===== src/rtl/curs_ovl_pkg.sv =====
package curs_ovl_pkg;
  localparam int P_CRD_W  = 12;
  localparam int P_DIM_W  = 8;
  localparam int P_ADDR_W = 16;
  localparam int P_FLD_W  = 16;
  localparam int P_LONG   = 64;
  localparam int P_SHORT  = 32;

  function automatic logic [2*P_FLD_W-1:0] pack_rc(input logic [P_FLD_W-1:0] r,
                                                   input logic [P_FLD_W-1:0] c);
    return {r, c};
  endfunction
endpackage


===== src/rtl/curs_axis_clip.sv =====
module curs_axis_clip #(
  parameter int CRD_W = 12,
  parameter int DIM_W = 8
) (
  input  logic signed [CRD_W:0] pos_i,
  input  logic [DIM_W-1:0]      len_i,
  input  logic [CRD_W-1:0]      lim_i,
  input  logic                  halve_i,
  output logic [CRD_W-1:0]      scr_o,
  output logic [DIM_W-1:0]      vis_o,
  output logic [DIM_W-1:0]      off_o
);
  localparam int EW = CRD_W + 2;

  logic signed [EW-1:0] p_s, len_s, lim_s, end_s, ovh_s, room_s;
  logic [CRD_W-1:0]     scr_raw;
  logic [DIM_W-1:0]     vis_raw;

  always_comb begin
    p_s     = {pos_i[CRD_W], pos_i};
    len_s   = $signed({{(EW-DIM_W){1'b0}}, len_i});
    lim_s   = $signed({2'b00, lim_i});
    end_s   = p_s + len_s;
    ovh_s   = -p_s;
    room_s  = lim_s - p_s;
    scr_raw = p_s[CRD_W-1:0];
    vis_raw = len_i;
    off_o   = '0;
    if (pos_i[CRD_W]) begin
      // overhang before the first pixel: shift start, shrink length
      scr_raw = '0;
      off_o   = ovh_s[DIM_W-1:0];
      vis_raw = (ovh_s >= len_s) ? '0 : DIM_W'(len_s - ovh_s);
    end else if (end_s > lim_s) begin
      // overhang past the far edge: keep what fits
      vis_raw = (!room_s[EW-1] && (room_s != '0)) ? DIM_W'(room_s) : '0;
    end
    scr_o = halve_i ? (scr_raw >> 1) : scr_raw;
    vis_o = halve_i ? (vis_raw >> 1) : vis_raw;
  end
endmodule


===== src/rtl/curs_stage.sv =====
module curs_stage #(
  parameter int CRD_W = 12,
  parameter int DIM_W = 8
) (
  input  logic             clk,
  input  logic             rst_n,
  input  logic             upd_i,
  input  logic             present_i,
  input  logic             size_ok_i,
  input  logic             frame_done_i,
  input  logic [CRD_W-1:0] xs_i,
  input  logic [CRD_W-1:0] ys_i,
  input  logic [DIM_W-1:0] vw_i,
  input  logic [DIM_W-1:0] vh_i,
  input  logic [DIM_W-1:0] xoff_i,
  input  logic [DIM_W-1:0] yoff_i,
  input  logic [DIM_W:0]   stride_i,
  output logic             en_o,
  output logic [CRD_W-1:0] xs_o,
  output logic [CRD_W-1:0] ys_o,
  output logic [DIM_W-1:0] w_o,
  output logic [DIM_W-1:0] h_o,
  output logic [DIM_W-1:0] xoff_o,
  output logic [DIM_W-1:0] yoff_o,
  output logic [DIM_W:0]   stride_o,
  output logic             reject_o,
  output logic             reload_o
);
  // pending set
  logic             pv_q;
  logic [CRD_W-1:0] p_xs_q, p_ys_q;
  logic [DIM_W-1:0] p_w_q, p_h_q, p_xoff_q, p_yoff_q;
  logic [DIM_W:0]   p_str_q;
  // live set
  logic             en_q;
  logic [CRD_W-1:0] c_xs_q, c_ys_q;
  logic [DIM_W-1:0] c_w_q, c_h_q, c_xoff_q, c_yoff_q;
  logic [DIM_W:0]   c_str_q;
  // last accepted visible size
  logic [DIM_W-1:0] l_w_q, l_h_q;
  logic             rej_q, rld_q;

  logic rej_d, acc, hidden, kill, take, resize;
  logic pend_ld, com_ld, last_ld, pv_d, en_d;

  always_comb begin
    rej_d   = upd_i && present_i && !size_ok_i;
    acc     = upd_i && !rej_d;
    hidden  = !present_i || (vw_i == '0) || (vh_i == '0);
    kill    = acc && hidden;
    take    = acc && !hidden;
    resize  = take && ({vh_i, vw_i} != {l_h_q, l_w_q});
    pend_ld = take;
    last_ld = resize;
    com_ld  = !upd_i && frame_done_i && pv_q;
    pv_d    = pv_q;
    if (take)                pv_d = 1'b1;
    else if (kill || com_ld) pv_d = 1'b0;
    en_d    = en_q;
    if (kill || resize)      en_d = 1'b0;
    else if (com_ld)         en_d = 1'b1;
  end

  always_ff @(posedge clk or negedge rst_n) begin
    if (!rst_n) begin
      pv_q <= 1'b0; en_q <= 1'b0; rej_q <= 1'b0; rld_q <= 1'b0;
      p_xs_q <= '0; p_ys_q <= '0; p_w_q <= '0; p_h_q <= '0;
      p_xoff_q <= '0; p_yoff_q <= '0; p_str_q <= '0;
      c_xs_q <= '0; c_ys_q <= '0; c_w_q <= '0; c_h_q <= '0;
      c_xoff_q <= '0; c_yoff_q <= '0; c_str_q <= '0;
      l_w_q <= '0; l_h_q <= '0;
    end else begin
      pv_q  <= pv_d;
      en_q  <= en_d;
      rej_q <= rej_d;
      rld_q <= resize;
      if (pend_ld) begin
        p_xs_q <= xs_i; p_ys_q <= ys_i; p_w_q <= vw_i; p_h_q <= vh_i;
        p_xoff_q <= xoff_i; p_yoff_q <= yoff_i; p_str_q <= stride_i;
      end
      if (com_ld) begin
        c_xs_q <= p_xs_q; c_ys_q <= p_ys_q; c_w_q <= p_w_q; c_h_q <= p_h_q;
        c_xoff_q <= p_xoff_q; c_yoff_q <= p_yoff_q; c_str_q <= p_str_q;
      end
      if (last_ld) begin
        l_w_q <= vw_i; l_h_q <= vh_i;
      end
    end
  end

  assign en_o     = en_q;
  assign xs_o     = c_xs_q;
  assign ys_o     = c_ys_q;
  assign w_o      = c_w_q;
  assign h_o      = c_h_q;
  assign xoff_o   = c_xoff_q;
  assign yoff_o   = c_yoff_q;
  assign stride_o = c_str_q;
  assign reject_o = rej_q;
  assign reload_o = rld_q;

  assert_reject_holds_R1: assert property (@(posedge clk) disable iff (!rst_n)
    (upd_i && present_i && !size_ok_i) |=> $stable(en_q) && $stable(pv_q) && $stable(c_w_q) && $stable(c_xs_q));
  assert_commit_at_frame_R8: assert property (@(posedge clk) disable iff (!rst_n)
    $rose(en_q) |-> $past(frame_done_i) && $past(pv_q));
  assert_live_visible_R6: assert property (@(posedge clk) disable iff (!rst_n)
    en_q |-> (c_w_q != '0) && (c_h_q != '0));
  assert_hidden_drops_R6: assert property (@(posedge clk) disable iff (!rst_n)
    (upd_i && !present_i) |=> !en_q && !pv_q);
  assert_reload_blanks_R9: assert property (@(posedge clk) disable iff (!rst_n)
    rld_q |-> !en_q);
endmodule


===== src/rtl/curs_scan.sv =====
module curs_scan #(
  parameter int CRD_W  = 12,
  parameter int DIM_W  = 8,
  parameter int ADDR_W = 16
) (
  input  logic              en_i,
  input  logic              act_i,
  input  logic [CRD_W-1:0]  col_i,
  input  logic [CRD_W-1:0]  row_i,
  input  logic [CRD_W-1:0]  xs_i,
  input  logic [CRD_W-1:0]  ys_i,
  input  logic [DIM_W-1:0]  w_i,
  input  logic [DIM_W-1:0]  h_i,
  input  logic [DIM_W-1:0]  xoff_i,
  input  logic [DIM_W-1:0]  yoff_i,
  input  logic [DIM_W:0]    stride_i,
  output logic              hit_o,
  output logic [ADDR_W-1:0] addr_o
);
  localparam int CW = CRD_W + 1;

  logic [CW-1:0]     col_e, row_e, xs_e, ys_e, xe, ye, dcw, drw;
  logic              in_x, in_y;
  logic [ADDR_W-1:0] line_a, addr_a;

  always_comb begin
    col_e  = {1'b0, col_i};
    row_e  = {1'b0, row_i};
    xs_e   = {1'b0, xs_i};
    ys_e   = {1'b0, ys_i};
    xe     = xs_e + {{(CW-DIM_W){1'b0}}, w_i};
    ye     = ys_e + {{(CW-DIM_W){1'b0}}, h_i};
    in_x   = (col_e >= xs_e) && (col_e < xe);
    in_y   = (row_e >= ys_e) && (row_e < ye);
    hit_o  = act_i && en_i && in_x && in_y;
    dcw    = col_e - xs_e;
    drw    = row_e - ys_e;
    line_a = ADDR_W'(yoff_i) + ADDR_W'(drw[DIM_W-1:0]);
    addr_a = line_a * ADDR_W'(stride_i) + ADDR_W'(xoff_i) + ADDR_W'(dcw[DIM_W-1:0]);
    addr_o = hit_o ? addr_a : '0;
  end
endmodule


===== src/rtl/cursor_overlay.sv =====
module cursor_overlay #(
  parameter int CRD_W  = curs_ovl_pkg::P_CRD_W,
  parameter int DIM_W  = curs_ovl_pkg::P_DIM_W,
  parameter int ADDR_W = curs_ovl_pkg::P_ADDR_W,
  parameter int LONG   = curs_ovl_pkg::P_LONG,
  parameter int SHORT  = curs_ovl_pkg::P_SHORT
) (
  input  logic                    clk,
  input  logic                    rst_n,
  input  logic                    upd_i,
  input  logic                    present_i,
  input  logic signed [CRD_W:0]   pos_x_i,
  input  logic signed [CRD_W:0]   pos_y_i,
  input  logic [DIM_W-1:0]        width_i,
  input  logic [DIM_W-1:0]        height_i,
  input  logic [CRD_W-1:0]        act_w_i,
  input  logic [CRD_W-1:0]        act_h_i,
  input  logic                    interlace_i,
  input  logic                    frame_done_i,
  input  logic                    scan_act_i,
  input  logic [CRD_W-1:0]        scan_col_i,
  input  logic [CRD_W-1:0]        scan_row_i,
  output logic                    reject_o,
  output logic                    reload_o,
  output logic                    cur_en_o,
  output logic [31:0]             win_pos_o,
  output logic [31:0]             win_size_o,
  output logic                    hit_o,
  output logic [ADDR_W-1:0]       pix_addr_o
);
  localparam int FW = curs_ovl_pkg::P_FLD_W;
  localparam int NAX = 2;  // 0: column axis, 1: row axis

  logic signed [CRD_W:0] ax_pos [NAX];
  logic [DIM_W-1:0]      ax_len [NAX];
  logic [CRD_W-1:0]      ax_lim [NAX];
  logic [CRD_W-1:0]      ax_scr [NAX];
  logic [DIM_W-1:0]      ax_vis [NAX];
  logic [DIM_W-1:0]      ax_off [NAX];

  assign ax_pos[0] = pos_x_i;  assign ax_pos[1] = pos_y_i;
  assign ax_len[0] = width_i;  assign ax_len[1] = height_i;
  assign ax_lim[0] = act_w_i;  assign ax_lim[1] = act_h_i;

  for (genvar a = 0; a < NAX; a++) begin : g_axis
    logic halve;
    if (a == 1) begin : g_row
      assign halve = interlace_i;
    end else begin : g_col
      assign halve = 1'b0;
    end
    curs_axis_clip #(.CRD_W(CRD_W), .DIM_W(DIM_W)) i_clip (
      .pos_i(ax_pos[a]), .len_i(ax_len[a]), .lim_i(ax_lim[a]), .halve_i(halve),
      .scr_o(ax_scr[a]), .vis_o(ax_vis[a]), .off_o(ax_off[a]));
  end

  logic           size_ok;
  logic [DIM_W:0] stride;

  always_comb begin
    size_ok = !((32'(width_i) > LONG) || (32'(height_i) > LONG) ||
                ((32'(width_i) > SHORT) && (32'(height_i) > SHORT)));
    stride  = interlace_i ? {width_i, 1'b0} : {1'b0, width_i};
  end

  logic [CRD_W-1:0] l_xs, l_ys;
  logic [DIM_W-1:0] l_w, l_h, l_xoff, l_yoff;
  logic [DIM_W:0]   l_str;

  curs_stage #(.CRD_W(CRD_W), .DIM_W(DIM_W)) i_stage (
    .clk(clk), .rst_n(rst_n), .upd_i(upd_i), .present_i(present_i),
    .size_ok_i(size_ok), .frame_done_i(frame_done_i),
    .xs_i(ax_scr[0]), .ys_i(ax_scr[1]), .vw_i(ax_vis[0]), .vh_i(ax_vis[1]),
    .xoff_i(ax_off[0]), .yoff_i(ax_off[1]), .stride_i(stride),
    .en_o(cur_en_o), .xs_o(l_xs), .ys_o(l_ys), .w_o(l_w), .h_o(l_h),
    .xoff_o(l_xoff), .yoff_o(l_yoff), .stride_o(l_str),
    .reject_o(reject_o), .reload_o(reload_o));

  curs_scan #(.CRD_W(CRD_W), .DIM_W(DIM_W), .ADDR_W(ADDR_W)) i_scan (
    .en_i(cur_en_o), .act_i(scan_act_i), .col_i(scan_col_i), .row_i(scan_row_i),
    .xs_i(l_xs), .ys_i(l_ys), .w_i(l_w), .h_i(l_h), .xoff_i(l_xoff),
    .yoff_i(l_yoff), .stride_i(l_str), .hit_o(hit_o), .addr_o(pix_addr_o));

  assign win_pos_o  = curs_ovl_pkg::pack_rc(FW'(l_ys), FW'(l_xs));
  assign win_size_o = curs_ovl_pkg::pack_rc(FW'(l_h), FW'(l_w));

  assert_hit_needs_enable_R10: assert property (@(posedge clk) disable iff (!rst_n)
    hit_o |-> cur_en_o && scan_act_i);
  assert_hit_in_columns_R10: assert property (@(posedge clk) disable iff (!rst_n)
    hit_o |-> (FW'(scan_col_i) >= win_pos_o[15:0]) && (FW'(scan_col_i) < win_pos_o[15:0] + win_size_o[15:0]));
  assert_reject_not_reload_R1: assert property (@(posedge clk) disable iff (!rst_n)
    reject_o |-> !reload_o);
endmodule


===== config.mk =====
export PLATFORM = sky130hd
export DESIGN_NAME = cursor_overlay
export DESIGN_NICKNAME = d
export VERILOG_FILES = /design/src/rtl/curs_ovl_pkg.sv /design/src/rtl/curs_axis_clip.sv /design/src/rtl/curs_stage.sv /design/src/rtl/curs_scan.sv /design/src/rtl/cursor_overlay.sv
export SDC_FILE = /design/constraint.sdc
export NUM_CORES = 1
export LEC_CHECK = 0
export ABC_AREA = 1
export BUFFER_PORTS_ARGS = -buffer_cell sky130_fd_sc_hd__clkbuf_2
export CAP_MARGIN = 5
export CORE_MARGIN = 8
export CORE_UTILIZATION = 45
export CTS_CLUSTER_DIAMETER = 40
export CTS_CLUSTER_SIZE = 30
export DETAILED_ROUTE_END_ITERATION = 7
export SYNTH_ARGS = -nofsm -noshare
export SYNTH_HDL_FRONTEND = slang
export SYNTH_HIERARCHICAL = 1
export SYNTH_SLANG_ARGS = --single-unit
export TNS_END_PERCENT = 1

===== constraint.sdc =====
create_clock -name clk -period 16.5 [get_ports clk]
set_clock_uncertainty 0.05 [all_clocks]
set_input_delay 2.475 -clock clk [delete_from_list [all_inputs] [get_ports clk]]
set_output_delay 2.475 -clock clk [all_outputs]
set_load 0.1 [all_outputs]

==> flow_metrics.py <==
metrics = {
    "outcome": {
        "outcome": "complete, no violations",
    },
    "logic_synthesis": {
        "ys_types": 53,
        "syn_area_per_cell_sq_um": 6.795,
        "synthFlopType": "dfrtp_1",
        "syn_inst": 2665,
        "ys_seq_area_frac": 0.2073,
        "synth_edf_count": 0,
        "yosys.area.top_type": "dfrtp_1",
        "synth_area_sq_um": 18110,
        "ys_ff_latch": 150,
        "yosys_warnings": 6,
        "synth_area_leaders": "dfrtp_1 21%, nand2_1 17%, ha_1 15%",
        "async_flop_share": 1.000,
        "yosysTopAreaCellShare": 0.2073,
    },
    "worst_setup_path": {
        "critPathLaunchType": "primary input",
        "cp_data_arrival_time_ns": 9.67,
        "critical_path_class": "in -> out",
        "crit_required_ns": 13.98,
        "max_stage_delay_ns": 0.60,
        "cpMostUsedCell": "fa_1",
        "crit_path_end_kind": "primary output",
        "slowest_stage": "xnor2_1",
        "critPathMaxFanout": 6,
    },
    "floorplan": {
        "core_sq_um": 39730,
        "rows": 73,
        "dieArea_sq_um": 46920,
        "fp.dieW_microns": 216.6,
        "die_y_microns": 216.6,
        "io_pins": 181,
        "start_util": 0.4558,
    },
    "cts": {
        "post_cts_buffers": 0,
        "holdBufCountCts": 0,
        "post_cts_resized": 0,
        "cts_tree": "yes",
        "clk_pin_slew_ns": 0.06,
        "cts_max_level": 4,
        "clkSinkCount": 150,
        "clk_latency_ns": 0.41,
        "cts_buffer_depth": 2,
        "cts_made_buffers": 17,
        "ctsRootBufferMaster": "clkbuf_16",
    },
    "placement": {
        "dp_hpwl_microns": 42560,
        "placed_area_sq_um": 19190,
        "port_buffers": 156,
        "pre_cts_ws_ns": 4.303,
        "place_congestion": 0.9361,
    },
    "timing": {
        "rsz0062_at_grt": "no",
        "hold_viol": 0,
        "worstMarginPinSlew_ns": 1.073,
        "fin_ws_ns": 4.300,
        "period_minus_slack_ns": 12.20,
        "clock.fmax_ghz": 0.08197,
        "drv_slew": 0,
        "final-setup-viol-count": 0,
        "post-route-period-util": 0.7394,
        "tns_ns": 0,
        "relSlewSlack": 0.2844,
    },
    "drt": {
        "post_drt_wl_per_cell_microns": 15.27,
        "ant_nets": 0,
        "drt-vias-per-instance": 5.025,
        "drc": 0,
        "dr.pass1.iters": 5,
        "num_vias": 16700,
        "drt_iter0_drc": 995,
        "drt_wl_total_microns": 50760,
    },
    "final_layout": {
        "drive_gt1_frac": 0.1075,
        "area_growth_syn_to_layout_pct": 9.438,
        "final_nets": 3167,
        "fillers": 4138,
        "final_design_area_no_fill_sq_um": 19820,
        "multi_input_area_sq_um": 12150,
        "seqCellArea_sq_um": 3754,
        "antennaDiodeCount": 0,
    },
    "global_routing": {
        "grt_antenna_before_repair": 0,
        "grt_max_degree": 95,
        "grt_pass1_wl_microns": 83220,
        "overflow": 0,
        "grtUsageTotal": 0.2131,
        "grt_pass1_vias": 16310,
    },
    "job": {
        "maxCapViolCount": 0,
    },
    "hold_path": {
        "hold_path.class": "reg -> reg",
    },
}
-- cell families (layout without fill, tap and decap cells) --
group | count (synthesis) | in the layout | synth area share
other | 1 | 25 | 0.0002071
AOI/OAI and AO/OA | 295 | 295 | 0.09175
and+or+nand+nor | 1279 | 1279 | 0.3023
DFF | 150 | 150 | 0.2073
buffers and inverters | 565 | 675 | 0.1276
xor gates and xnor gates | 91 | 91 | 0.04442
adders and majority gates | 284 | 284 | 0.2265
-- area by class of cell --
class / instances / share of cell area
Multi-Input combinational cell: 1974 / 0.6128
Sequential cell: 150 / 0.1894
Inverter: 481 / 0.09110
Timing Repair Buffer: 162 / 0.04198
Tap cell: 525 / 0.03314
Clock buffer: 18 / 0.02165
Clock inverter: 14 / 0.009912
-- worst paths after layout --
check	start	endpoint	slack [ns]	depth (start not counted)
worst min-delay path	i_stage/p_h_q[5]$_DFFE_PN0P_	i_stage/h_o[5]$_DFFE_PN0P_	0.42	2
min in group asynchronous	rst_n	i_stage/ys_o[7]$_DFFE_PN0P_	1.99	1
max in group asynchronous	rst_n	i_stage/stride_o[3]$_DFFE_PN0P_	12.89	2
worst min register to register	i_stage/p_h_q[5]$_DFFE_PN0P_	i_stage/h_o[5]$_DFFE_PN0P_	0.42	2
worst max-delay path	scan_row_i[0]	pix_addr_o[15]	4.30	31
worst max register to register	i_stage/pv_q$_DFFE_PN0P_	i_stage/en_o$_DFFE_PN0P_	14.08	6
-- worst max-delay path, delay by kind of cell --
| family | cells | cell delay, ns |
|---|---|---|
| compound gates | 5 | 0.93 |
| fa+ha+maj | 9 | 3.88 |
| simple gates | 8 | 0.75 |
| buf+inv | 7 | 0.82 |
| xor+xnor | 2 | 0.80 |
-- cells in the mapped netlist, drive strengths merged (32+ instances only) --
master and instances:
a21oi 109, buf 65, dfrtp 150, fa 73
ha 211, inv 479, nand2 857, nand3 165
nand4 32, nor2 178, nor3 32, o21ai 122
xor2 61
-- routing by layer --
layer | track usage | wire, microns
met1 | 0.2994 | 24820
met2 | 0.3522 | 23260
met3 | 0.02131 | 1936
met4 | 0.04396 | 746
met5 | 0 | 0
-- state kept, by name (all words and copies together) (netlist names), 8 cells and up --
name / cells
i_stage/h_o: 8
i_stage/l_h_q: 8
i_stage/l_w_q: 8
i_stage/p_h_q: 8
i_stage/p_str_q: 9
i_stage/p_w_q: 8
i_stage/p_xoff_q: 8
i_stage/p_xs_q: 12
i_stage/p_yoff_q: 8
i_stage/p_ys_q: 12
i_stage/stride_o: 9
i_stage/w_o: 8
i_stage/xoff_o: 8
i_stage/xs_o: 12
i_stage/yoff_o: 8
i_stage/ys_o: 12
-- through the flow --
stage / utilization / cells / hold WS [ns]
finish: 0.4988 / 3324 / 0.4185
detailed placement: 0.4831 / 3292 / 0.4058
floorplan: - / 2689 / 0.3922
global placement: 0.4831 / 3292 / 0.4099
CTS: 0.4988 / 3324 / 0.4209
global route: 0.4988 / 3324 / 0.4522
-- layout by cell type, fill, tap and decap left out, types with 5 or more instances in the layout --
cell type,count
inv_2,30
xnor2_1,30
o31ai_1,16
nor3_2,8
nor2_1,153
dfrtp_1,150
clkbuf_2,155
o21ai_1,12
nand4_1,31
o211ai_1,11
nand3_2,9
buf_4,6
nand2_4,5
nand3b_1,7
conb_1,25
a21o_1,7
fa_1,73
nor3_1,21
ha_1,211
nand2_2,11
nand2_1,841
nand3_1,154
a31oi_1,15
xor2_1,60
nor2_4,6
nor2_2,19
inv_1,449
clkbuf_16,17
o21ai_0,108
a21oi_1,106
Power is left out: the tool's default activity adds up to more than one toggle a clock period on the data nets, which glitch-free logic cannot reach.
